## src/rtl/sdg_pkg.sv

```systemverilog
package sdg_pkg;
  typedef enum logic {
    LAW_POW2 = 1'b0,
    LAW_LIN  = 1'b1
  } div_law_e;

  typedef struct packed {
    logic lead;
    logic trail;
  } edge_tick_t;
endpackage

```

## src/rtl/sdg_ratio_decode.sv

```systemverilog
module sdg_ratio_decode
  import sdg_pkg::*;
#(
  parameter int LIN_W = 8,
  parameter int POW_W = 4,
  parameter int CNT_W = 15
) (
  input  logic [LIN_W-1:0] lin_n_i,
  input  logic [POW_W-1:0] pow_n_i,
  input  div_law_e         law_i,
  output logic [CNT_W-1:0] half_m1_o
);
  logic [CNT_W-1:0] lin_m1;
  logic [CNT_W-1:0] pow_m1;

  generate
    if (CNT_W > LIN_W) begin : g_lin_ext
      assign lin_m1 = {{(CNT_W-LIN_W){1'b0}}, lin_n_i};
    end else begin : g_lin_fit
      assign lin_m1 = lin_n_i[CNT_W-1:0];
    end
  endgenerate

  // 2^n - 1; for the top value of n the shift wraps to zero and the subtraction yields all ones
  assign pow_m1 = (CNT_W'(1) << pow_n_i) - CNT_W'(1);

  always_comb begin
    if (law_i == LAW_LIN) half_m1_o = lin_m1;
    else                  half_m1_o = pow_m1;
  end
endmodule

```

## src/rtl/sdg_half_counter.sv

```systemverilog
module sdg_half_counter #(
  parameter int CNT_W = 15
) (
  input  logic             clk_i,
  input  logic             rst_ni,
  input  logic             run_i,
  input  logic [CNT_W-1:0] lim_next_i,
  input  logic             reload_i,
  output logic             wrap_o
);
  logic [CNT_W-1:0] cnt_q, cnt_d;
  logic [CNT_W-1:0] lim_q, lim_d;
  logic             lim_en;
  logic             hit;

  assign hit    = (cnt_q == lim_q);
  assign wrap_o = run_i && hit;
  assign lim_en = !run_i || reload_i;

  always_comb begin
    if (!run_i)   cnt_d = '0;
    else if (hit) cnt_d = '0;
    else          cnt_d = cnt_q + CNT_W'(1);
    lim_d = lim_en ? lim_next_i : lim_q;
  end

  always_ff @(posedge clk_i or negedge rst_ni) begin
    if (!rst_ni) begin
      cnt_q <= '0;
      lim_q <= '0;
    end else begin
      cnt_q <= cnt_d;
      lim_q <= lim_d;
    end
  end
endmodule

```

## src/rtl/sdg_edge_gen.sv

```systemverilog
module sdg_edge_gen
  import sdg_pkg::*;
(
  input  logic       clk_i,
  input  logic       rst_ni,
  input  logic       run_i,
  input  logic       cpol_i,
  input  logic       wrap_i,
  output logic       period_end_o,
  output logic       sclk_o,
  output edge_tick_t tick_o
);
  logic       phase_q, phase_d;
  logic       sclk_q, sclk_d;
  edge_tick_t tick_q, tick_d;

  assign period_end_o = wrap_i && phase_q;

  always_comb begin
    if (!run_i)      phase_d = 1'b0;
    else if (wrap_i) phase_d = !phase_q;
    else             phase_d = phase_q;
    sclk_d       = cpol_i ^ phase_d;
    tick_d.lead  = wrap_i && !phase_q;
    tick_d.trail = wrap_i && phase_q;
  end

  always_ff @(posedge clk_i or negedge rst_ni) begin
    if (!rst_ni) begin
      phase_q <= 1'b0;
      sclk_q  <= 1'b0;
      tick_q  <= '0;
    end else begin
      phase_q <= phase_d;
      sclk_q  <= sclk_d;
      tick_q  <= tick_d;
    end
  end

  assign sclk_o = sclk_q;
  assign tick_o = tick_q;
endmodule

```

## src/rtl/sclk_divgen.sv

```systemverilog
module sclk_divgen
  import sdg_pkg::*;
#(
  parameter int LIN_W = 8,
  parameter int POW_W = 4,
  localparam int SEL_BIT = LIN_W + POW_W,
  localparam int CTL_W = SEL_BIT + 1
) (
  input  logic             clk_i,
  input  logic             rst_ni,
  input  logic [CTL_W-1:0] ctl_word_i,
  input  logic             cpol_i,
  input  logic             run_i,
  output logic             sclk_o,
  output logic             lead_tick_o,
  output logic             trail_tick_o
);
  localparam int POW_SPAN = (1 << POW_W) - 1;
  localparam int CNT_W = (LIN_W > POW_SPAN) ? LIN_W : POW_SPAN;

  logic [CNT_W-1:0] half_m1;
  logic             wrap;
  logic             period_end;
  div_law_e         law;
  edge_tick_t       tick;

  assign law = div_law_e'(ctl_word_i[SEL_BIT]);

  sdg_ratio_decode #(.LIN_W(LIN_W), .POW_W(POW_W), .CNT_W(CNT_W)) u_decode (
    .lin_n_i   (ctl_word_i[LIN_W-1:0]),
    .pow_n_i   (ctl_word_i[SEL_BIT-1:LIN_W]),
    .law_i     (law),
    .half_m1_o (half_m1)
  );

  sdg_half_counter #(.CNT_W(CNT_W)) u_count (
    .clk_i      (clk_i),
    .rst_ni     (rst_ni),
    .run_i      (run_i),
    .lim_next_i (half_m1),
    .reload_i   (period_end),
    .wrap_o     (wrap)
  );

  sdg_edge_gen u_edge (
    .clk_i        (clk_i),
    .rst_ni       (rst_ni),
    .run_i        (run_i),
    .cpol_i       (cpol_i),
    .wrap_i       (wrap),
    .period_end_o (period_end),
    .sclk_o       (sclk_o),
    .tick_o       (tick)
  );

  assign lead_tick_o  = tick.lead;
  assign trail_tick_o = tick.trail;
endmodule

```

## config.mk

```make
export PLATFORM = sky130hd
export DESIGN_NAME = sclk_divgen
export DESIGN_NICKNAME = d
export VERILOG_FILES = /design/src/rtl/sdg_pkg.sv /design/src/rtl/sdg_ratio_decode.sv /design/src/rtl/sdg_half_counter.sv /design/src/rtl/sdg_edge_gen.sv /design/src/rtl/sclk_divgen.sv
export SDC_FILE = /design/constraint.sdc
export NUM_CORES = 1
export LEC_CHECK = 0
export BUFFER_PORTS_ARGS = -buffer_cell sky130_fd_sc_hd__clkbuf_2
export CELL_PAD_IN_SITES_DETAIL_PLACEMENT = 0
export CELL_PAD_IN_SITES_GLOBAL_PLACEMENT = 1
export CORE_UTILIZATION = 41
export DETAILED_ROUTE_END_ITERATION = 16
export PLACE_DENSITY = 0.78
export REMOVE_ABC_BUFFERS = 1
export SETUP_SLACK_MARGIN = 0.02
export SYNTH_ARGS = -nofsm -noshare
export SYNTH_HDL_FRONTEND = slang
export SYNTH_SLANG_ARGS = --single-unit
```

## constraint.sdc

```tcl
create_clock -name clk_i -period 2.02 [get_ports clk_i]
set_input_delay 0.404 -clock clk_i [delete_from_list [all_inputs] [get_ports clk_i]]
set_output_delay 0.404 -clock clk_i [all_outputs]
set_load 0.01 [all_outputs]
```

==> results by group, run 1 <==
Outcome
  – Status: finished clean

Cells and area
  – Non-Filler Instances: 278
  – ANT cells: 0
  – Post-layout nets: 246
  – Design area: 2250 µm²
  – Syn-to-layout area delta: 18.4%
  – Layout cells sized above 1: 24.3%

Worst hold path
  – Class of the worst hold path: input pin to async pin

Setup path
  – CP Class: flip-flop to flip-flop
  – Crit path to: u_count.lim_q[8]$_DFFE_PN0P_
  – Slowest cell on the critical path: dfrtp_1
  – FF-to-FF End: u_count.lim_q[8]$_DFFE_PN0P_
  – Reg2Reg Depth: 8
  – Worst Path Arrival: 2.11 ns
  – FF-to-FF Start: u_count.cnt_q[4]$_DFF_PN0_
  – Critical Path Start Type: flip-flop
  – Setup crit end kind: flip-flop
  – Critical Path RT: 2.23 ns
  – Critical path cell sequence: xnor2_1, nand4_1, nor4_2, and3_1, ha_2, nor2_2, or2_2, o21ai_1
  – Crit-path max cell delay: 0.44 ns
  – R2R setup slack: 0.13 ns
  – Crit path launch: u_count.cnt_q[4]$_DFF_PN0_
  – Worst-path maximum fanout: 4

Die
  – Die Y: 70.0 µm
  – Die X: 70.0 µm
  – Die area: 4910 µm²
  – Core area: 4410 µm²
  – Initial Util: 43.0%
  – Boundary Pins: 20
  – Site Rows: 24

Detailed routing
  – Vias: 1504
  – Final wirelength: 4.12 mm
  – DRT Pass-1 Iters: 4
  – Via density: 5.41
  – Antenna viol nets, final: 0
  – WL per Instance: 14.8 µm
  – Initial DRC count: 116
  – DRC viols: 0

Placement
  – Pre-CTS WS: 0.0560 ns
  – Placed cells: 269
  – Dpl cell area: 2110 µm²
  – I/O Buffers: 19
  – Routability Congestion: 0.770
  – Dpl hpwl: 3.09 mm

Timing
  – Part of the cycle the worst path needs: 93.8%
  – Final Hold Vio Count: 0
  – Final Hold Slack: 0.132 ns
  – FMAX: 0.528 GHz
  – RSZ-0062 raised after global routing: yes
  – Slew @ Worst Pin: 0.427 ns
  – Layout Skew: 0.00547 ns
  – Rel. slew slack: 71.6%
  – Max-slew violations: 0
  – Setup violations, final: 0
  – Fin crit period: 1.89 ns
  – PnR worst setup slack: 0.126 ns

Pwr
  – Total power: 1560 µW
  – Peak supply drop: 0.000382 V
  – Pleak: 0.000973 µW
  – Pwr/cell area: 694 nW/µm²

Synth
  – Count leader, synth: dfrtp_1
  – Synthesized flop and latch total: 34
  – Cells after Synth: 194
  – Cell taking the most area after synthesis: dfrtp_1
  – Yosys warnings: 0
  – Synthesized area per cell: 9.78 µm²
  – Post-synth EDFFs: 0
  – Synth area leaders: dfrtp_1 (45%), xor2_1 (7.4%), xnor2_1 (6.0%)
  – Synth top cells by count: dfrtp_1 (34), nand2_1 (24), xor2_1 (16), a211oi_1 (14), xnor2_1 (13)
  – Synth Cell Area: 1900 µm²
  – Top FF cell, synth: dfrtp_1
  – Library cells used by synthesis: 39
  – Yosys top cell area share: 44.8%
  – Post-synth ARST share: 100%
  – Sequential area share after synthesis: 44.8%

GRT
  – Total track usage: 18.6%
  – Vias in the first global route: 1572
  – First-pass GRT wire length: 7.14 mm
  – Largest net degree at the start of global routing: 35
  – Initial antenna violation count: 0
  – Total global routing overflow: 0

Clock network
  – Clock-pin transition on the worst setup and hold timing paths: 0.07 ns
  – Clock Path Buffers: 2
  – TritonCTS clock tree: yes
  – Clock latency on the worst-skew pair: 0.29 ns
  – Hold_buf cts: 0
  – CTS root buf: clkbuf_8
  – CTS Buf Count: 5
  – Number of clock sinks: 34
  – H-tree levels: 2

Run
  – Number of max-cap violations: 0
critical path: cells and delay by family (launching register included):
| family | cells | cell delay, ns |
|---|---|---|
| AOI/OAI and AO/OA | 1 | 0.13 |
| and+or+nand+nor | 5 | 0.90 |
| DFF | 1 | 0.44 |
| adders and majority gates | 1 | 0.19 |
| xor gates and xnor gates | 1 | 0.16 |
state kept, by name, indices dropped and copies added, names as in the netlist:
name,count
u_edge.tick_o,2
u_count.lim_q,15
u_edge.phase_q,1
u_count.cnt_q,15
u_edge.sclk_o,1
cell usage in the layout, fill, tap and decap left out, types with 3 or more instances in the layout:
cell,instances
a211oi_1,13
inv_1,4
clkbuf_8,5
o31ai_1,5
nand4_1,7
ha_1,3
a21oi_1,3
nand2_1,24
nor2_1,7
xor2_1,16
o21ai_0,9
nand3_1,4
dfrtp_1,34
clkbuf_2,19
nor3_1,3
buf_4,16
xnor2_1,12
o21ai_1,5
where the power goes:
group	switching, µW	internal [µW]	total (µW)
registers	28.9	713	742
clock network	253	363	616
logic	113	88.0	201
total	395	1160	1560
per-stage QoR:
step	utilization, %	setup TNS [ns]
after floorplan	-	-7.91
after global routing	50.9	-0.00162
final	50.9	0
after detailed placement	47.9	0
after CTS	50.3	0
after global placement	47.9	0
final cells by class:
cell class | count | area (µm²)
Clock inverter | 3 | 40.0
Timing Repair Buffer | 35 | 215
Sequential cell | 34 | 851
Tap cell | 52 | 65.1
Multi-Input combinational cell | 143 | 985
Inverter | 6 | 22.5
Fill cell | 422 | 2170
Clock buffer | 5 | 68.8
per-layer routing:
metal	global-route usage (%)	wire (µm)
met1	25.0	1970
met2	28.7	1900
met3	4.18	155
met4	8.22	95
met5	0	0
cell families after synthesis:
logic type	count (synthesis)	synth area share, %
and+or+nand+nor	62	17.0
DFF	34	44.8
buffers and inverters	17	4.22
adders and majority gates	4	2.64
AOI/OAI and AO/OA	46	16.9
muxes	2	1.05
xor gates and xnor gates	29	13.4
how the worst min path moves through the flow:
stage / to / cells past startpoint
finish: u_count.cnt_q[9]$_DFF_PN0_ / 2
global route: u_edge.tick_o[0]$_DFF_PN0_ / 2
CTS: u_edge.tick_o[0]$_DFF_PN0_ / 2
detailed placement: u_count.cnt_q[1]$_DFF_PN0_ / 2
global placement: u_count.cnt_q[1]$_DFF_PN0_ / 2
floorplan: u_count.cnt_q[0]$_DFF_PN0_ / 0
what timing repair did:
item,CTS,global route
buffers inserted,0,1
gates resized for setup,0,7
setup endpoints to repair,0,15
Note: power is estimated with default switching activity, not from simulation.
==> run 2: changes to the inputs <==
--- a/config.mk
+++ b/config.mk
@@ -8,9 +8,9 @@
 export BUFFER_PORTS_ARGS = -buffer_cell sky130_fd_sc_hd__clkbuf_2
 export CELL_PAD_IN_SITES_DETAIL_PLACEMENT = 0
 export CELL_PAD_IN_SITES_GLOBAL_PLACEMENT = 1
-export CORE_UTILIZATION = 41
+export CORE_UTILIZATION = 48
 export DETAILED_ROUTE_END_ITERATION = 16
-export PLACE_DENSITY = 0.78
+export PLACE_DENSITY = 0.86
 export REMOVE_ABC_BUFFERS = 1
 export SETUP_SLACK_MARGIN = 0.02
 export SYNTH_ARGS = -nofsm -noshare
==> constraint.sdc (replaced) <==
create_clock -name clk_i -period 2.2 [get_ports clk_i]
set_input_delay 0.44 -clock clk_i [delete_from_list [all_inputs] [get_ports clk_i]]
set_output_delay 0.44 -clock clk_i [all_outputs]
set_load 0.01 [all_outputs]
==> run 2 against run 1 <==
- routed wire length is 1.7% lower
- flip-flop and latch count stayed put
- utilization is 6.8 points higher
- critical endpoint unchanged
- worst setup slack better by 0.065 ns
- worst hold slack better by 0.11 ns
- non-clock buffer count is 9 lower
- largest cell class unchanged
- critical path depth stayed put
- largest power group unchanged
- cell area is 4.6% lower
- clock-buffer cell count is 1 higher
- via count is 1.6% lower
- maximum frequency is 5.7% lower
- sequential share of layout area is 1.8 points higher
==> results by group, run 2 (synthesis gave the netlist of run 1 again) <==
Outcome
  – Status: finished clean

Clock network
  – Setup Buffers After CTS: 0 (unchanged)
  – Clock Path Buffers: 2 (unchanged)
  – Number of clock sinks: 34 (unchanged)
  – Clock latency on the worst-skew pair: 0.28 ns (about the same)
  – H-tree levels: 2 (unchanged)
  – CTS Buf Count: 5 (unchanged)
  – TritonCTS clock tree: yes
  – Hold_buf cts: 0 (unchanged)
  – CTS root buf: clkbuf_8
  – Clock-pin transition on the worst setup and hold timing paths: 0.07 ns (about the same)

Detailed routing
  – Wl on met1: 1.89 mm (-3.8%)
  – Antenna viol nets, final: 0 (unchanged)
  – Initial DRC count: 63 (-46%)
  – Final wirelength: 4.05 mm (-1.7%)
  – WL met3: 112 µm (-28%)
  – Highest routed layer: met4
  – DRT Pass-1 Iters: 6 (+2)
  – Met2 wire len: 2.00 mm (+5.2%)
  – WL per Instance: 15.3 µm (+3.5%)
  – DRC viols: 0 (unchanged)
  – Via density: 5.61 (+3.6%)
  – Vias: 1480 (-1.6%)

Cells and area
  – Area of the multi-input gates: 970 µm² (-1.5%)
  – ANT cells: 0 (unchanged)
  – Design area: 2140 µm² (-4.6%)
  – Syn-to-layout area delta: 12.9%
  – Layout cells sized above 1: 19.0% (-5.4 points)
  – Post-layout nets: 237 (-3.7%)
  – Most common cell after layout, fill and taps aside: dfrtp_1
  – Register Area: 851 µm² (unchanged)
  – Fillers: 343 (-19%)
  – Commonest non-fill, non-tap cells in the layout: dfrtp_1 (34), nand2_1 (24), clkbuf_2 (19), xor2_1 (16), a211oi_1 (14)

Setup path
  – Setup crit end kind: flip-flop
  – Worst Path Arrival: 2.20 ns (+0.09 ns)
  – Critical Path RT: 2.40 ns (+0.17 ns)
  – Reg2Reg Depth: 8 (unchanged)
  – Critical Path Start Type: flip-flop
  – CP Class: flip-flop to flip-flop
  – Worst-path maximum fanout: 6 (+2)

Pwr
  – Pleak: 0.000910 µW (-6.4%)
  – Pwr/cell area: 600 nW/µm² (-13%)
  – Peak supply drop: 0.000421 V (+10%)
  – Total power: 1290 µW (-17%)

GRT
  – Largest net degree at the start of global routing: 35 (unchanged)
  – First-pass GRT wire length: 7.02 mm (-1.7%)
  – Total track usage: 22.3% (+3.7 points)
  – Initial antenna violation count: 0 (unchanged)
  – Vias in the first global route: 1496 (-4.8%)
  – Total global routing overflow: 0 (unchanged)

Timing
  – Rel. slew slack: 45.3% (-26 points)
  – Part of the cycle the worst path needs: 91.3% (-2.5 points)
  – Setup violations, final: 0 (unchanged)
  – Final Hold Vio Count: 0 (unchanged)
  – Fin crit period: 2.01 ns (+0.115 ns)
  – Max-slew violations: 0 (unchanged)
  – Slew @ Worst Pin: 0.820 ns (+0.394 ns)
  – Layout Skew: 0.00339 ns (-0.00208 ns)
  – RSZ-0062 raised after global routing: no
  – FMAX: 0.498 GHz (-5.7%)

Die
  – Die area: 4210 µm² (-14%)
  – Die X: 64.9 µm (-7.4%)
  – Core area: 3720 µm² (-16%)
  – Site Rows: 22 (-8.3%)
  – Boundary Pins: 20 (unchanged)
  – Initial Util: 51.1% (+8.1 points)
  – Die Y: 64.9 µm (-7.4%)

Placement
  – Dpl hpwl: 3.03 mm (-2.0%)
  – Dpl cell area: 2060 µm² (-2.5%)
  – I/O Buffers: 19 (unchanged)
  – Routability Congestion: 0.869 (+13%)

Run
  – Number of max-cap violations: 0 (unchanged)

Worst hold path
  – Class of the worst hold path: input pin to async pin
[run 2: cell count changes in the layout (fill, tap and decap cells not counted), sizes merged]
cell	change
clkinv	-2
clkbuf	+1
bufinv	-1
clkinvlp	+1
buf	-9
[run 2: cell type report]
class	instances	area share [%]
Tap cell	48	2.80
Sequential cell	34	39.7
Inverter	6	1.05
Clock buffer	6	3.39
Clock inverter	1	0.350
Multi-Input combinational cell	143	45.2
Timing Repair Buffer	26	7.47
[run 2: final timing paths]
| path | startpoint | to | slack [ns] |
|---|---|---|---|
| worst max-delay path | u_count.lim_q[10]$_DFFE_PN0P_ | u_count.lim_q[8]$_DFFE_PN0P_ | 0.19 |
| worst min register to register | u_count.lim_q[13]$_DFFE_PN0P_ | u_count.lim_q[13]$_DFFE_PN0P_ | 0.50 |
| worst min-delay path | rst_ni | u_count.cnt_q[2]$_DFF_PN0_ | 0.24 |
| max in group asynchronous | rst_ni | u_count.lim_q[8]$_DFFE_PN0P_ | 1.44 |
| worst max register to register | u_count.lim_q[10]$_DFFE_PN0P_ | u_count.lim_q[8]$_DFFE_PN0P_ | 0.19 |
| min in group clk_i | cpol_i | u_edge.sclk_o$_DFF_PN0_ | 0.35 |
[run 2: routing by layer]
metal	up-vias	GRT usage (%)
met5	-	0
met4	0	8.61
met3	4	5.81
met2	30	36.6
met1	711	27.8
li1	735	-
[run 2: critical path, stage by stage (launching register included)]
cell	delay, ns
dfrtp_1	0.40
xnor2_1	0.22
nand4_1	0.13
nor4_2	0.18
and3_1	0.23
ha_1	0.18
nor2_2	0.08
or2_2	0.33
o21ai_0	0.17
[run 2: metrics by stage]
stage	instances	util [%]	setup slack [ns]	hold WS, ns	setup TNS, ns
floorplan	183	-	-0.486	0.144	-4.89
global placement	257	55.5	0.183	0.490	0
detailed placement	257	55.5	0.140	0.498	0
CTS	264	57.6	0.114	0.272	0
global route	264	57.7	0.0555	0.307	0
finish	264	57.7	0.191	0.241	0
[run 2: report_power, final]
| group | internal, µW | switching (µW) |
|---|---|---|
| clock network | 217 | 213 |
| registers | 655 | 25.8 |
| logic | 74.1 | 102 |
[run 2: timing repair]
| item | CTS | global route |
|---|---|---|
| gates resized for setup | 0 | 1 |
| hold endpoints to repair | 0 | 0 |
| endpoints found under the setup margin | 0 | 4 |
